===== config.mk =====
export PLATFORM = sky130hd
export DESIGN_NAME = rtc_bcd_chain
export DESIGN_NICKNAME = d
export VERILOG_FILES = /design/src/rtl/rtc_cal_pkg.sv /design/src/rtl/rtc_tick_gen.sv /design/src/rtl/rtc_time_chain.sv /design/src/rtl/rtc_bcd_chain.sv
export SDC_FILE = /design/constraint.sdc
export NUM_CORES = 1
export LEC_CHECK = 0
export BUFFER_PORTS_ARGS = -buffer_cell sky130_fd_sc_hd__buf_2
export CAP_MARGIN = 20
export CORE_ASPECT_RATIO = 0.9
export CORE_MARGIN = 3
export CORE_UTILIZATION = 40
export CTS_BUF_LIST = sky130_fd_sc_hd__clkbuf_16
export CTS_CLUSTER_DIAMETER = 60
export DETAILED_ROUTE_END_ITERATION = 12
export GPL_TIMING_DRIVEN = 0
export PLACE_DENSITY = 0.57
export SYNTH_ARGS = -nofsm -noshare
export SYNTH_HDL_FRONTEND = slang
export SYNTH_SLANG_ARGS = --single-unit

===== constraint.sdc =====
create_clock -name clk -period 5.6 [get_ports clk]
set_input_delay 0.56 -clock clk [delete_from_list [all_inputs] [get_ports clk]]
set_output_delay 0.56 -clock clk [all_outputs]
set_load 0.05 [all_outputs]

===== src/rtl/rtc_cal_pkg.sv =====
// Shared types and BCD helpers for the clock calendar chain.
// Assumes all counter values are packed BCD bytes.
package rtc_cal_pkg;

    typedef enum logic [1:0] {
        SRC_PRESCALE = 2'b00,
        SRC_LINE50   = 2'b01,
        SRC_LINE60   = 2'b10,
        SRC_HOLD     = 2'b11
    } tick_src_e;

    localparam int NUM_FIELDS   = 7;
    localparam int F_SEC        = 0;
    localparam int F_MIN        = 1;
    localparam int F_HOUR       = 2;
    localparam int F_DOW        = 3;
    localparam int F_DATE       = 4;
    localparam int F_MONTH      = 5;
    localparam int F_YEAR       = 6;
    localparam int LINE50_COUNT = 50;
    localparam int LINE60_COUNT = 60;

    typedef struct packed {
        logic       carry;
        logic [7:0] value;
    } step_t;

    // Add one to a two-digit BCD byte.
    function automatic logic [7:0] bcd_inc(input logic [7:0] v);
        logic [7:0] r;
        if (v[3:0] >= 4'd9) r = {v[7:4] + 4'd1, 4'd0};
        else                r = {v[7:4], v[3:0] + 4'd1};
        return r;
    endfunction

    // Step a BCD counter, wrapping from its last value back to its first.
    function automatic logic [7:0] wrap_next(input logic [7:0] v,
                                             input logic [7:0] last,
                                             input logic [7:0] first);
        return (v == last) ? first : bcd_inc(v);
    endfunction

    // Last date of a month, given the BCD month and the low five bits of the BCD year.
    function automatic logic [7:0] month_last_day(input logic [7:0] mon,
                                                  input logic [4:0] yr);
        logic leap;
        // BCD tens odd: units 2 or 6; tens even: units 0, 4 or 8
        leap = yr[4] ? (yr[3:0] == 4'd2 || yr[3:0] == 4'd6)
                     : (yr[3:0] == 4'd0 || yr[3:0] == 4'd4 || yr[3:0] == 4'd8);
        if (mon == 8'h02)
            return leap ? 8'h29 : 8'h28;
        else if (mon == 8'h04 || mon == 8'h06 || mon == 8'h09 || mon == 8'h11)
            return 8'h30;
        else
            return 8'h31;
    endfunction

    // Step the packed hours byte (bit 6 mode, bit 5 PM in 12 h); carry marks a new day.
    function automatic step_t hour_step(input logic [6:0] h);
        step_t      r;
        logic [7:0] nxt12;
        r.carry = 1'b0;
        nxt12   = bcd_inc({3'b000, h[4:0]});
        if (!h[6]) begin
            if (h[5:0] == 6'h23) begin
                r.value = 8'h00;
                r.carry = 1'b1;
            end else begin
                r.value = bcd_inc({2'b00, h[5:0]});
            end
        end else if (h[4:0] == 5'h11) begin
            r.value = {2'b01, ~h[5], 5'h12};
            r.carry = h[5];
        end else if (h[4:0] == 5'h12) begin
            r.value = {2'b01, h[5], 5'h01};
        end else begin
            r.value = {2'b01, h[5], nxt12[4:0]};
        end
        return r;
    endfunction

endpackage


===== src/rtl/rtc_tick_gen.sv =====
// One-second tick generator.
// Divides the block clock by PRESCALE_DIV, or counts rising edges of a
// mains-line pulse (50 or 60 per tick). The output is a one-cycle pulse.
// Assumes line_in is already synchronous to clk. clear_i, or any change of
// the source select, restarts the sub-second counts and blocks a tick.
module rtc_tick_gen
    import rtc_cal_pkg::*;
#(
    parameter int PRESCALE_DIV = 32768
) (
    input  logic       clk,
    input  logic       rst_n,
    input  logic [1:0] src_sel,
    input  logic       line_in,
    input  logic       clear_i,
    output logic       tick_o
);
    localparam int PRE_W  = (PRESCALE_DIV > 1) ? $clog2(PRESCALE_DIV) : 1;
    localparam int LINE_W = $clog2(LINE60_COUNT);
    localparam logic [PRE_W-1:0]  PRE_LAST = PRE_W'(PRESCALE_DIV - 1);
    localparam logic [LINE_W-1:0] L50_LAST = LINE_W'(LINE50_COUNT - 1);
    localparam logic [LINE_W-1:0] L60_LAST = LINE_W'(LINE60_COUNT - 1);

    logic [PRE_W-1:0]  pre_q;
    logic [LINE_W-1:0] line_cnt_q;
    logic              line_q;
    logic [1:0]        src_q;
    logic              line_rise;
    logic              restart;
    logic [LINE_W-1:0] line_last;
    logic              pre_hit;
    logic              line_hit;

    // Decode edges, the restart condition and the terminal counts
    always_comb begin
        line_rise = line_in & ~line_q;
        restart   = clear_i | (src_sel != src_q);
        line_last = (src_sel == SRC_LINE60) ? L60_LAST : L50_LAST;
        pre_hit   = (src_sel == SRC_PRESCALE) && (pre_q == PRE_LAST);
        line_hit  = (src_sel == SRC_LINE50 || src_sel == SRC_LINE60)
                    && line_rise && (line_cnt_q == line_last);
        tick_o    = ~restart & (pre_hit | line_hit);
    end

    // Sub-second counters for the prescaler and the line divider
    always_ff @(posedge clk) begin
        if (!rst_n) begin
            pre_q      <= '0;
            line_cnt_q <= '0;
            line_q     <= 1'b0;
            src_q      <= SRC_PRESCALE;
        end else begin
            line_q <= line_in;
            src_q  <= src_sel;
            if (restart) begin
                pre_q      <= '0;
                line_cnt_q <= '0;
            end else if (src_sel == SRC_PRESCALE) begin
                pre_q <= pre_hit ? '0 : pre_q + 1'b1;
            end else if (src_sel != SRC_HOLD && line_rise) begin
                line_cnt_q <= line_hit ? '0 : line_cnt_q + 1'b1;
            end
        end
    end

endmodule


===== src/rtl/rtc_time_chain.sv =====
// Cascade of seven BCD time and calendar counters.
// On a tick, seconds advance and each wrap passes a carry up the chain.
// A write loads one field and blocks every advance on that edge.
// Assumes software loads valid BCD values.
module rtc_time_chain
    import rtc_cal_pkg::*;
(
    input  logic                             clk,
    input  logic                             rst_n,
    input  logic                             tick_i,
    input  logic                             wr_i,
    input  logic [2:0]                       wr_sel_i,
    input  logic [7:0]                       wr_data_i,
    output logic [NUM_FIELDS-1:0][7:0]       regs_o
);
    logic [7:0]            regs_q   [NUM_FIELDS];
    logic [7:0]            next_val [NUM_FIELDS];
    logic [NUM_FIELDS-1:0] inc_en;
    step_t                 hstep;
    logic                  c_min, c_hour, c_day, c_month, c_year;

    // Carry ripple: work out which fields advance and to what
    always_comb begin
        hstep   = hour_step(regs_q[F_HOUR][6:0]);
        c_min   = tick_i & (regs_q[F_SEC] == 8'h59);
        c_hour  = c_min & (regs_q[F_MIN] == 8'h59);
        c_day   = c_hour & hstep.carry;
        c_month = c_day & (regs_q[F_DATE] ==
                  month_last_day(regs_q[F_MONTH], regs_q[F_YEAR][4:0]));
        c_year  = c_month & (regs_q[F_MONTH] == 8'h12);

        inc_en            = {c_year, c_month, c_day, c_day, c_hour, c_min, tick_i};
        next_val[F_SEC]   = wrap_next(regs_q[F_SEC], 8'h59, 8'h00);
        next_val[F_MIN]   = wrap_next(regs_q[F_MIN], 8'h59, 8'h00);
        next_val[F_HOUR]  = hstep.value;
        next_val[F_DOW]   = wrap_next(regs_q[F_DOW], 8'h07, 8'h01);
        next_val[F_DATE]  = wrap_next(regs_q[F_DATE],
                            month_last_day(regs_q[F_MONTH], regs_q[F_YEAR][4:0]), 8'h01);
        next_val[F_MONTH] = wrap_next(regs_q[F_MONTH], 8'h12, 8'h01);
        next_val[F_YEAR]  = wrap_next(regs_q[F_YEAR], 8'h99, 8'h00);
    end

    for (genvar f = 0; f < NUM_FIELDS; f++) begin : g_field
        localparam logic [7:0] RST_VAL =
            (f == F_DOW || f == F_DATE || f == F_MONTH) ? 8'h01 : 8'h00;
        localparam logic [7:0] LOAD_MASK = (f == F_HOUR) ? 8'h7F : 8'hFF;

        // One field: reset, software load, or carry-driven advance
        always_ff @(posedge clk) begin
            if (!rst_n)
                regs_q[f] <= RST_VAL;
            else if (wr_i)
                regs_q[f] <= (wr_sel_i == 3'(f)) ? (wr_data_i & LOAD_MASK) : regs_q[f];
            else if (inc_en[f])
                regs_q[f] <= next_val[f];
        end

        assign regs_o[f] = regs_q[f];
    end

endmodule


===== src/rtl/rtc_bcd_chain.sv =====
// Top of the BCD clock calendar: tick generator, counter chain and the
// register port. Seven fields sit at 0x20..0x26 and reads are combinational.
// Assumes ADDR_W >= 6 and synchronous register-port inputs.
module rtc_bcd_chain
    import rtc_cal_pkg::*;
#(
    parameter int PRESCALE_DIV = 32768,
    parameter int ADDR_W       = 6
) (
    input  logic              clk,
    input  logic              rst_n,
    input  logic [1:0]        src_sel,
    input  logic              line_in,
    input  logic [ADDR_W-1:0] addr,
    input  logic              wr_en,
    input  logic [7:0]        wr_data,
    output logic [7:0]        rd_data
);
    localparam logic [ADDR_W-4:0] BASE_HI = (ADDR_W-3)'(32 >> 3);

    logic                        addr_hit;
    logic [2:0]                  fidx;
    logic                        wr_hit;
    logic                        sec_tick;
    logic [NUM_FIELDS-1:0][7:0]  cal_regs;

    // Address decode: aligned window of seven fields
    always_comb begin
        fidx     = addr[2:0];
        addr_hit = (addr[ADDR_W-1:3] == BASE_HI) && (fidx != 3'd7);
        wr_hit   = wr_en & addr_hit;
        rd_data  = addr_hit ? cal_regs[fidx] : 8'h00;
    end

    rtc_tick_gen #(.PRESCALE_DIV(PRESCALE_DIV)) u_tick (
        .clk     (clk),
        .rst_n   (rst_n),
        .src_sel (src_sel),
        .line_in (line_in),
        .clear_i (wr_hit),
        .tick_o  (sec_tick)
    );

    rtc_time_chain u_chain (
        .clk       (clk),
        .rst_n     (rst_n),
        .tick_i    (sec_tick),
        .wr_i      (wr_hit),
        .wr_sel_i  (fidx),
        .wr_data_i (wr_data),
        .regs_o    (cal_regs)
    );

endmodule


=== After elaboration in Yosys (flattened, before gate mapping) ===
Memories as Yosys holds them, arrays and structs flattened.
Cells that the tools add are included.

* Latch bits: 0
* Memories: 1
* Input port bits: 20
* Bits in read-only memories: 0
* Word-level logic and storage cells: 187
* Memory bits (writable): 56
* Bits in registers: 24

* Shifts and indexed selects: 0
* Multiply operators: 0
* Add/subtract/negate cells: 17
* Equality and inequality tests: 32
* Multiplexer cells: 79
* Order comparisons: 8
* Reduce and logical (&&, ||, !) cells: 17
* Div/mod/pow operators: 0
* Bitwise gates (word level): 29

{| class="wikitable"
|+ Memory list
! name !! words !! bits a word !! read ports !! clocked after memory_dff !! wr ports !! line !! RTL
|-
| u_chain.regs_q || 7 || 8 || 7 || 0 || 7 || rtc_time_chain.sv:16 || <nowiki>logic [7:0] regs_q [NUM_FIELDS];</nowiki>
|}

{| class="wikitable"
|+ Operator list
! cell !! count
|-
| $mux 8 || 37
|-
| $add 4x1->4 const B || 13
|-
| $mux 1 || 33
|-
| $ge 4x4->1 const B || 7
|-
| $bmux 8 s3 || 1
|-
| $eq 8x3->1 const B || 3
|-
| $eq 8x5->1 const B || 2
|-
| $eq 8x7->1 const B || 2
|-
| $or 1x1->1 || 16
|-
| $add 15x1->15 const B || 1
|-
| $eq 15x15->1 const B || 1
|-
| $mux 15 || 1
|-
| $eq 3x3->1 const B || 4
|-
| $mux 6 || 2
|-
| $eq 5x5->1 const B || 2
|-
| $mux 5 || 2
|-
| $mux 9 || 1
|-
| $and 1x1->1 || 8
|-
| $eq 4x3->1 const B || 2
|-
| $eq 8x2->1 const B || 1
|-
| $eq 8x4->1 const B || 1
|-
| $eq 8x8->1 || 1
|-
| $eq 8x8->1 const B || 1
|-
| $logic_or 1x1->1 || 7
|-
| 24 further kinds || 33
|}

=== Logic depth before layout (Yosys ltp) ===
Gate-level depths: netlist (run 1).

* Word-level depth: 16
* Depth in mapped cells: 11

=== Modules after synthesis ===
A second synthesis (run 1) with hierarchy kept.

* Cell total of the unflattened synthesis: 553
* Area total of the unflattened synthesis: 5,487.8 sq um

{| class="wikitable"
|+ Modules (own cells, without submodules)
! module !! area each (sq um) !! seq. area each (sq um) !! instances !! cells each
|-
| rtc_time_chain || 3,803.6 || 1,651.6 || 1 || 373
|-
| rtc_tick_gen || 1,149.9 || 480.5 || 1 || 127
|-
| rtc_bcd_chain || 534.3 || 0.0 || 1 || 53
|}

=== Worst setup path after synthesis (run 1) ===
Ideal clock, no wire load.

* Kind: input to output
* From: in addr[0]
* To: out rd_data[2]
* Slack: 2.324 ns
* Data arrival time: 2.716 ns
* Cell stages on the path: 5
* Cells stage by stage: clkbuf_1 nor2b_1 clkbuf_1 a21oi_1 a211oi_1

* Cells in the longest elaborated chain, start to end: 3
* Elaborated cells between the ends (all ways): 5

{| class="wikitable"
|+ Ends and longest elaborated chain
! item !! line !! RTL
|-
| start: declaration || rtc_bcd_chain.sv:14 || <nowiki>input logic [ADDR_W-1:0] addr,</nowiki>
|-
| $bmux 8 s3 / $ne 3x3->1 (equally long branches) || rtc_bcd_chain.sv:32, rtc_bcd_chain.sv:30 ||
|-
| $mux 8 (not written as such) / $logic_and 1x1->1 (equally long branches) || rtc_bcd_chain.sv:32, rtc_bcd_chain.sv:30 ||
|-
| $mux 8 * || rtc_bcd_chain.sv:32 || <nowiki>rd_data = addr_hit ? cal_regs[fidx] : 8'h00;</nowiki>
|-
| end: declaration || rtc_bcd_chain.sv:17 || <nowiki>output logic [7:0] rd_data</nowiki>
|}

Mark *: on every way between the ends. The rest lies on a longest branch, timed or not. The select of a mux whose other input is x is not followed.

==> results.cfg, run 1 <==
[run_status]
outcome = finished clean

[power]
p_leak_uw = 0.00234
powerDensity_nw_per_um2 = 245
power_frac_comb = 0.111
power_switching_uw = 391
sw_frac_of_total = 0.267
power.internal_uw = 1070
clkPwrFrac = 0.415
pwr-share-seq = 0.473
ir_worst_vdd_mv = 0.228

[setup_path]
endpoint_kind = register
critPathMaxStageDelay_ps = 890
rr_endpoint = u_chain.regs_q[4][5]$_SDFFCE_PN0P_
r2r_cells = 8
crit_chain = inv_1, ha_1, nand4_1, nor4b_2, and2_1, nand2_1, o21ai_0, o21a_1
critPathKind = register to register
cp_max_fo = 5
critPathLaunchType = register
r2r-start = u_chain.regs_q[0][1]$_DFFE_PP_
cp_slowest_cell = o21ai_0
cp_data_required_time_ps = 5640
worstPathArrival_ps = 3290
rrSetupSlack_ps = 2350

[logic_synthesis]
ys_types = 55
synth.top_cell.area_share = 0.309
ys_top_cells_by_count = nor2_1 (56), edfxtp_1 (55), o21ai_0 (53)
synth_edf_count = 55
ys_seq_area_frac = 0.399
synth_top_cell_by_area = edfxtp_1
ys.flop_type = edfxtp_1
ys_ff_latch = 79
avgSynthCellArea_um2 = 9.50
synthTopCellsByArea = edfxtp_1 (31%), ha_1 (10%), dfxtp_1 (9.0%)
ys_warn_count = 0
synthesis.area_um2 = 5350
synthArstFlopShare = 0
syn-num-nets = 627
syn_inst = 563
yosysMostFrequentCell = nor2_1

[cts]
cts_resized = 0
path_clk_slew_ps = 60
root_buffer = clkbuf_16
cts_num_sinks = 79
clockBufferDepth = 2
cts_setup_buffers = 0
ctsHoldBuffers = 0
cts_buffers = 9
cts_tree = yes
h-tree-depth = 3
clk_latency_ps = 350

[timing]
max_slew_margin = 0.267
drv_slew = 0
finalHoldViolations = 0
fin_crit_sh = 0.580
fin_tns_setup_ps = 0
rsz0062_at_grt = false
setup_viol = 0
worst-slew-pin-transition_ps = 1090
post-route-min-period_ps = 3250
fmax_ghz = 0.308
skew_ps = 6.79

[global_route]
grt_pass1_vias = 4122
met3_usage = 0.0581
grt.busiest_layer = met2
grt_pass1_wl_um = 22100
grt_max_degree = 15
grtUsageTotal = 0.195
antenna_found_initial = 0
use_met2 = 0.288
gr-usage-met1 = 0.274
grt_remaining_overflow = 0

[drt]
detail-route-antenna-nets = 0
viasPerCell = 5.65
wl_um = 13800
drc_errors = 0
drt_first_iter_violations = 423
routedWlPerCell_um = 18.0
vias = 4340
drtPass1Iterations = 4

[layout]
multiInputGateArea_um2 = 3020
seqCellArea_um2 = 2130
n_fill_cell = 1264
final_layout_size_suffix_gt1_frac = 0.104
diodes = 0
area_delta_synth_final_pct = 12.0
nets = 663
fin_cells = 768

[die]
dieArea_um2 = 14800
num_rows = 39
die_h_um = 116
ios = 28
core_area_um2 = 12900
die_x_um = 128
floorplan.initialDensity = 0.415

[placed_design]
post-dp-hpwl_um = 10500
routabilityCongestion = 0.964
portBuffers = 25
dp.cells = 752

[hold_path]
hold_path.class = input pin to register
worst_hold_path.endpoint = u_tick.line_q$_SDFF_PN0_
min_delay_path_depth = 2
min_from = line_in

[job]
max_cap_viol_count = 0
==> stage by stage <==
step                total power, uW  worst slack [ps]   util  hold WS, ps  cell area (um^2)
floorplan                       811              2320      -          462              5350
global placement                862              2250  0.441          478              5680
detailed placement              867              2190  0.441          491              5680
CTS                            1480              2350  0.465          434              5990
global route                   1520              2140  0.465          452              5990
finish                         1460              2350  0.465          446              5990
==> cell families (layout without fill, tap and decap cells) <==
logic type / count (synthesis) / after routing / share of synthesized area
simple gates: 214 / 214 / 0.205
buf+inv: 50 / 91 / 0.0372
compound gates: 109 / 109 / 0.124
flops: 79 / 79 / 0.399
fa+ha+maj: 44 / 44 / 0.103
mux: 21 / 21 / 0.0569
xor+xnor: 46 / 46 / 0.0754
==> layout by cell type, fill, tap and decap left out, types with 4 or more instances in the layout <==
cell        n
clkbuf_1    6
nand4_1    11
a31oi_1     7
and2_1      8
a211oi_1    6
edfxtp_1   55
nor2_1     56
nand2_1    46
clkbuf_16  11
and3_1      7
xor2_1     28
nand2b_1    6
mux4_2      7
nand3_1    41
nor3_1      7
o21ai_0    53
buf_2      28
nor2b_1     6
nand3b_1    4
xnor2_1    18
inv_1      36
or3_1       4
dfxtp_1    24
a21oi_1    17
mux2i_1    12
o31ai_2     4
ha_1       44
==> flip-flops by register name, summed over array words and instances, names as in the netlist <==
signal	count
u_chain.regs_q	55
u_tick.line_cnt_q	6
u_tick.pre_q	15
u_tick.src_q	2
u_tick.line_q	1
==> worst max-delay path by stage <==
stage / start / to / slack (ps) / cells past startpoint
detailed placement: src_sel[0] / u_chain.regs_q[4][6]$_SDFFCE_PN0P_ / 2190 / 10
global placement: src_sel[0] / u_chain.regs_q[6][5]$_DFFE_PP_ / 2250 / 11
floorplan: addr[0] / rd_data[2] / 2320 / 5
finish: u_chain.regs_q[0][1]$_DFFE_PP_ / u_chain.regs_q[4][5]$_SDFFCE_PN0P_ / 2350 / 8
global route: u_chain.regs_q[0][1]$_DFFE_PP_ / u_chain.regs_q[4][6]$_SDFFCE_PN0P_ / 2140 / 8
CTS: u_chain.regs_q[0][1]$_DFFE_PP_ / u_chain.regs_q[4][6]$_SDFFCE_PN0P_ / 2350 / 8
==> layout make-up <==
| cell class | count | area share |
|---|---|---|
| clock inverters | 5 | 0.00585 |
| well taps | 164 | 0.0343 |
| clock buffers | 11 | 0.0460 |
| repair buffers | 25 | 0.0209 |
| multi-input cells | 434 | 0.504 |
| inverters | 37 | 0.0232 |
| flip-flops and latches | 79 | 0.356 |
| plain buffers | 13 | 0.0100 |
==> per-layer routing <==
| layer | routed length [um] | vias to the layer above | share of wire |
|---|---|---|---|
| li1 | - | 2098 | - |
| met1 | 6310 | 2058 | 0.46 |
| met2 | 5970 | 163 | 0.43 |
| met3 | 1220 | 21 | 0.089 |
| met4 | 316 | 0 | 0.023 |
| met5 | 0 | - | 0 |
==> critical path, delay by kind of cell (launching register included) <==
kind                     cells  cell delay (ps)
AO/OA/AOI/OAI                2             1230
adder cells (fa/ha/maj)      1              180
buffers and inverters        1              120
flip-flops                   1              480
AND/OR/NAND/NOR              4              940
==> power groups by stage <==
stage          combinational (uW)  clock, uW  sequential, uW
6_report                      163        608             693
5_1_grt                       184        640             698
4_1_cts                       163        620             692
3_5_place_dp                  162          0             705
3_3_place_gp                  159          0             704
2_1_floorplan                 123          0             688
Note: power is estimated with default switching activity, not from simulation.
==> inputs of run 2 (changes only) <==
--- a/config.mk
+++ b/config.mk
@@ -14,7 +14,7 @@
 export CTS_CLUSTER_DIAMETER = 60
 export DETAILED_ROUTE_END_ITERATION = 12
 export GPL_TIMING_DRIVEN = 0
-export PLACE_DENSITY = 0.57
+export PLACE_DENSITY = 0.59
 export SYNTH_ARGS = -nofsm -noshare
 export SYNTH_HDL_FRONTEND = slang
 export SYNTH_SLANG_ARGS = --single-unit
==> constraint.sdc (replaced) <==
create_clock -name clk -period 2.8 [get_ports clk]
set_input_delay 0.28 -clock clk [delete_from_list [all_inputs] [get_ports clk]]
set_output_delay 0.28 -clock clk [all_outputs]
set_load 0.05 [all_outputs]
==> run 2 against run 1 <==
  * Hold slack lost 280 ps
  * Clock-buffer cell count down 1
  * Final area rose by 1.3%
  * Critical path depth is 1 higher
  * Non-clock buffer count up 5
  * Sequential share of layout area fell by 0.45 points
  * Fmax rose by 19%
  * Clock skew up 3.1 ps
  * Die area unchanged
  * Core utilization is 0.59 points higher
  * Flip-flop and latch count stayed put
==> results.cfg, run 2 (synthesis results as in run 1) <==
[cts]
path_clk_slew_ps = 70
cts_buffers = 9
clk_latency_ps = 350
clockBufferDepth = 2
ctsHoldBuffers = 0
cts_tree = yes
cts_num_sinks = 79
root_buffer = clkbuf_16
h-tree-depth = 3

[die]
ios = 28
die_x_um = 128
num_rows = 39
die_h_um = 116
floorplan.initialDensity = 0.415
core_area_um2 = 12900
dieArea_um2 = 14800

[timing]
fmax_ghz = 0.365
fin_crit_sh = 0.979
drv_slew = 0
setup_viol = 0
skew_ps = 9.92
worst-slew-pin-transition_ps = 741
finalHoldViolations = 0
holdWs_ps = 164
rsz0062_at_grt = false
post-route-min-period_ps = 2740
setup_ws_ps = 58.6
max_slew_margin = 0.504

[setup_path]
critPathMaxStageDelay_ps = 510
endpoint_kind = register
critPathLaunchType = register
crit_chain = inv_1, ha_1, nor2_1, nor3b_1, o21ai_0, a31oi_1, mux2_4, nand2_2, mux2i_4
critPathKind = register to register
cp_data_required_time_ps = 2840
cp_max_fo = 7
worstPathArrival_ps = 2780
cp_slowest_cell = edfxtp_1

[layout]
nets = 668
largest_register_ff_count = 55
final_util = 0.471
top_regs = u_chain.regs_q (55), u_tick.pre_q (15), u_tick.line_cnt_q (6)
layout_common_cells = nor2_1 (55), edfxtp_1 (55), o21ai_0 (50)
area_delta_synth_final_pct = 13.4
top_register = u_chain.regs_q
diodes = 0
final_layout_size_suffix_gt1_frac = 0.123

[placed_design]
portBuffers = 25
routabilityCongestion = 0.896
place_ws_ps = -373
post-dp-hpwl_um = 10400

[power]
power_frac_comb = 0.116
power.internal_uw = 2110
p_total_uw = 2890
powerDensity_nw_per_um2 = 477
power_switching_uw = 783
pwr-share-seq = 0.479
sw_frac_of_total = 0.271
p_leak_uw = 0.00237
clkPwrFrac = 0.405
ir_worst_vdd_mv = 0.388

[drt]
detail-route-antenna-nets = 0
drc_errors = 0
drtPass1Iterations = 5
wl_um = 13600
drt_first_iter_violations = 375
routedWlPerCell_um = 17.6
viasPerCell = 5.58
vias = 4311

[global_route]
grt_max_degree = 16
grt_remaining_overflow = 0
grt_pass1_vias = 4144
grtUsageTotal = 0.194
antenna_found_initial = 0
grt_pass1_wl_um = 22000

[job]
max_cap_viol_count = 0

[run_status]
outcome = finished clean

[hold_path]
hold_path.class = input pin to register
==> run 2: path summary, 6_finish.rpt <==
kind | startpoint | end | slack [ps] | depth (start not counted)
worst min register to register | u_tick.pre_q[1]$_SDFFE_PP0N_ | u_tick.pre_q[1]$_SDFFE_PP0N_ | 490 | 2
worst max register to register | u_chain.regs_q[5][0]$_DFFE_PP_ | u_chain.regs_q[5][4]$_DFFE_PP_ | 60 | 9
worst max-delay path | u_chain.regs_q[5][0]$_DFFE_PP_ | u_chain.regs_q[5][4]$_DFFE_PP_ | 60 | 9
worst min-delay path | line_in | u_tick.line_q$_SDFF_PN0_ | 160 | 2
==> run 2: area by class of cell <==
class                           count  area [um^2]
Timing Repair Buffer               30          163
Clock inverter                      6         50.0
Fill cell                        1278         6820
Sequential cell                    79         2130
Clock buffer                       10          250
Buffer                             13         60.1
Tap cell                          164          205
Multi-Input combinational cell    434         3060
Inverter                           37          139
==> run 2: power by group through the flow <==
| stage | sequential [uW] | combinational, uW | clock, uW |
|---|---|---|---|
| global placement | 1410 | 316 | 0 |
| floorplan | 1380 | 246 | 0 |
| detailed placement | 1410 | 322 | 0 |
| global route | 1390 | 378 | 1250 |
| CTS | 1380 | 327 | 1190 |
| finish | 1380 | 335 | 1170 |
==> run 2: through the flow <==
step	TNS [ps]	area (um^2)	instances
after floorplan	0	5350	563
after global placement	-3060	5680	752
after detailed placement	-4760	5680	752
after CTS	0	6010	770
after global routing	0	6060	773
final	0	6060	773
==> run 2: repair_timing <==
action / in CTS / in global routing
buffers inserted: 2 / 3
setup endpoints to repair: 22 / 29
pin swaps: 1 / 0
resized for setup: 8 / 5
==> run 2: critical path, delay by kind of cell (launching register included) <==
family	cells	cell delay, ps
buffers and inverters	1	130
flip-flops	1	510
AND/OR/NAND/NOR	3	410
multiplexers	2	720
adder cells (fa/ha/maj)	1	220
AO/OA/AOI/OAI	2	440
==> run 2: routing by layer <==
| layer | vias to the layer above | track usage | routed length [um] |
|---|---|---|---|
| li1 | 2105 | - | - |
| met5 | - | 0 | 0 |
| met3 | 17 | 0.0442 | 627 |
| met4 | 0 | 0.0622 | 216 |
| met1 | 2089 | 0.275 | 6610 |
| met2 | 100 | 0.296 | 6150 |
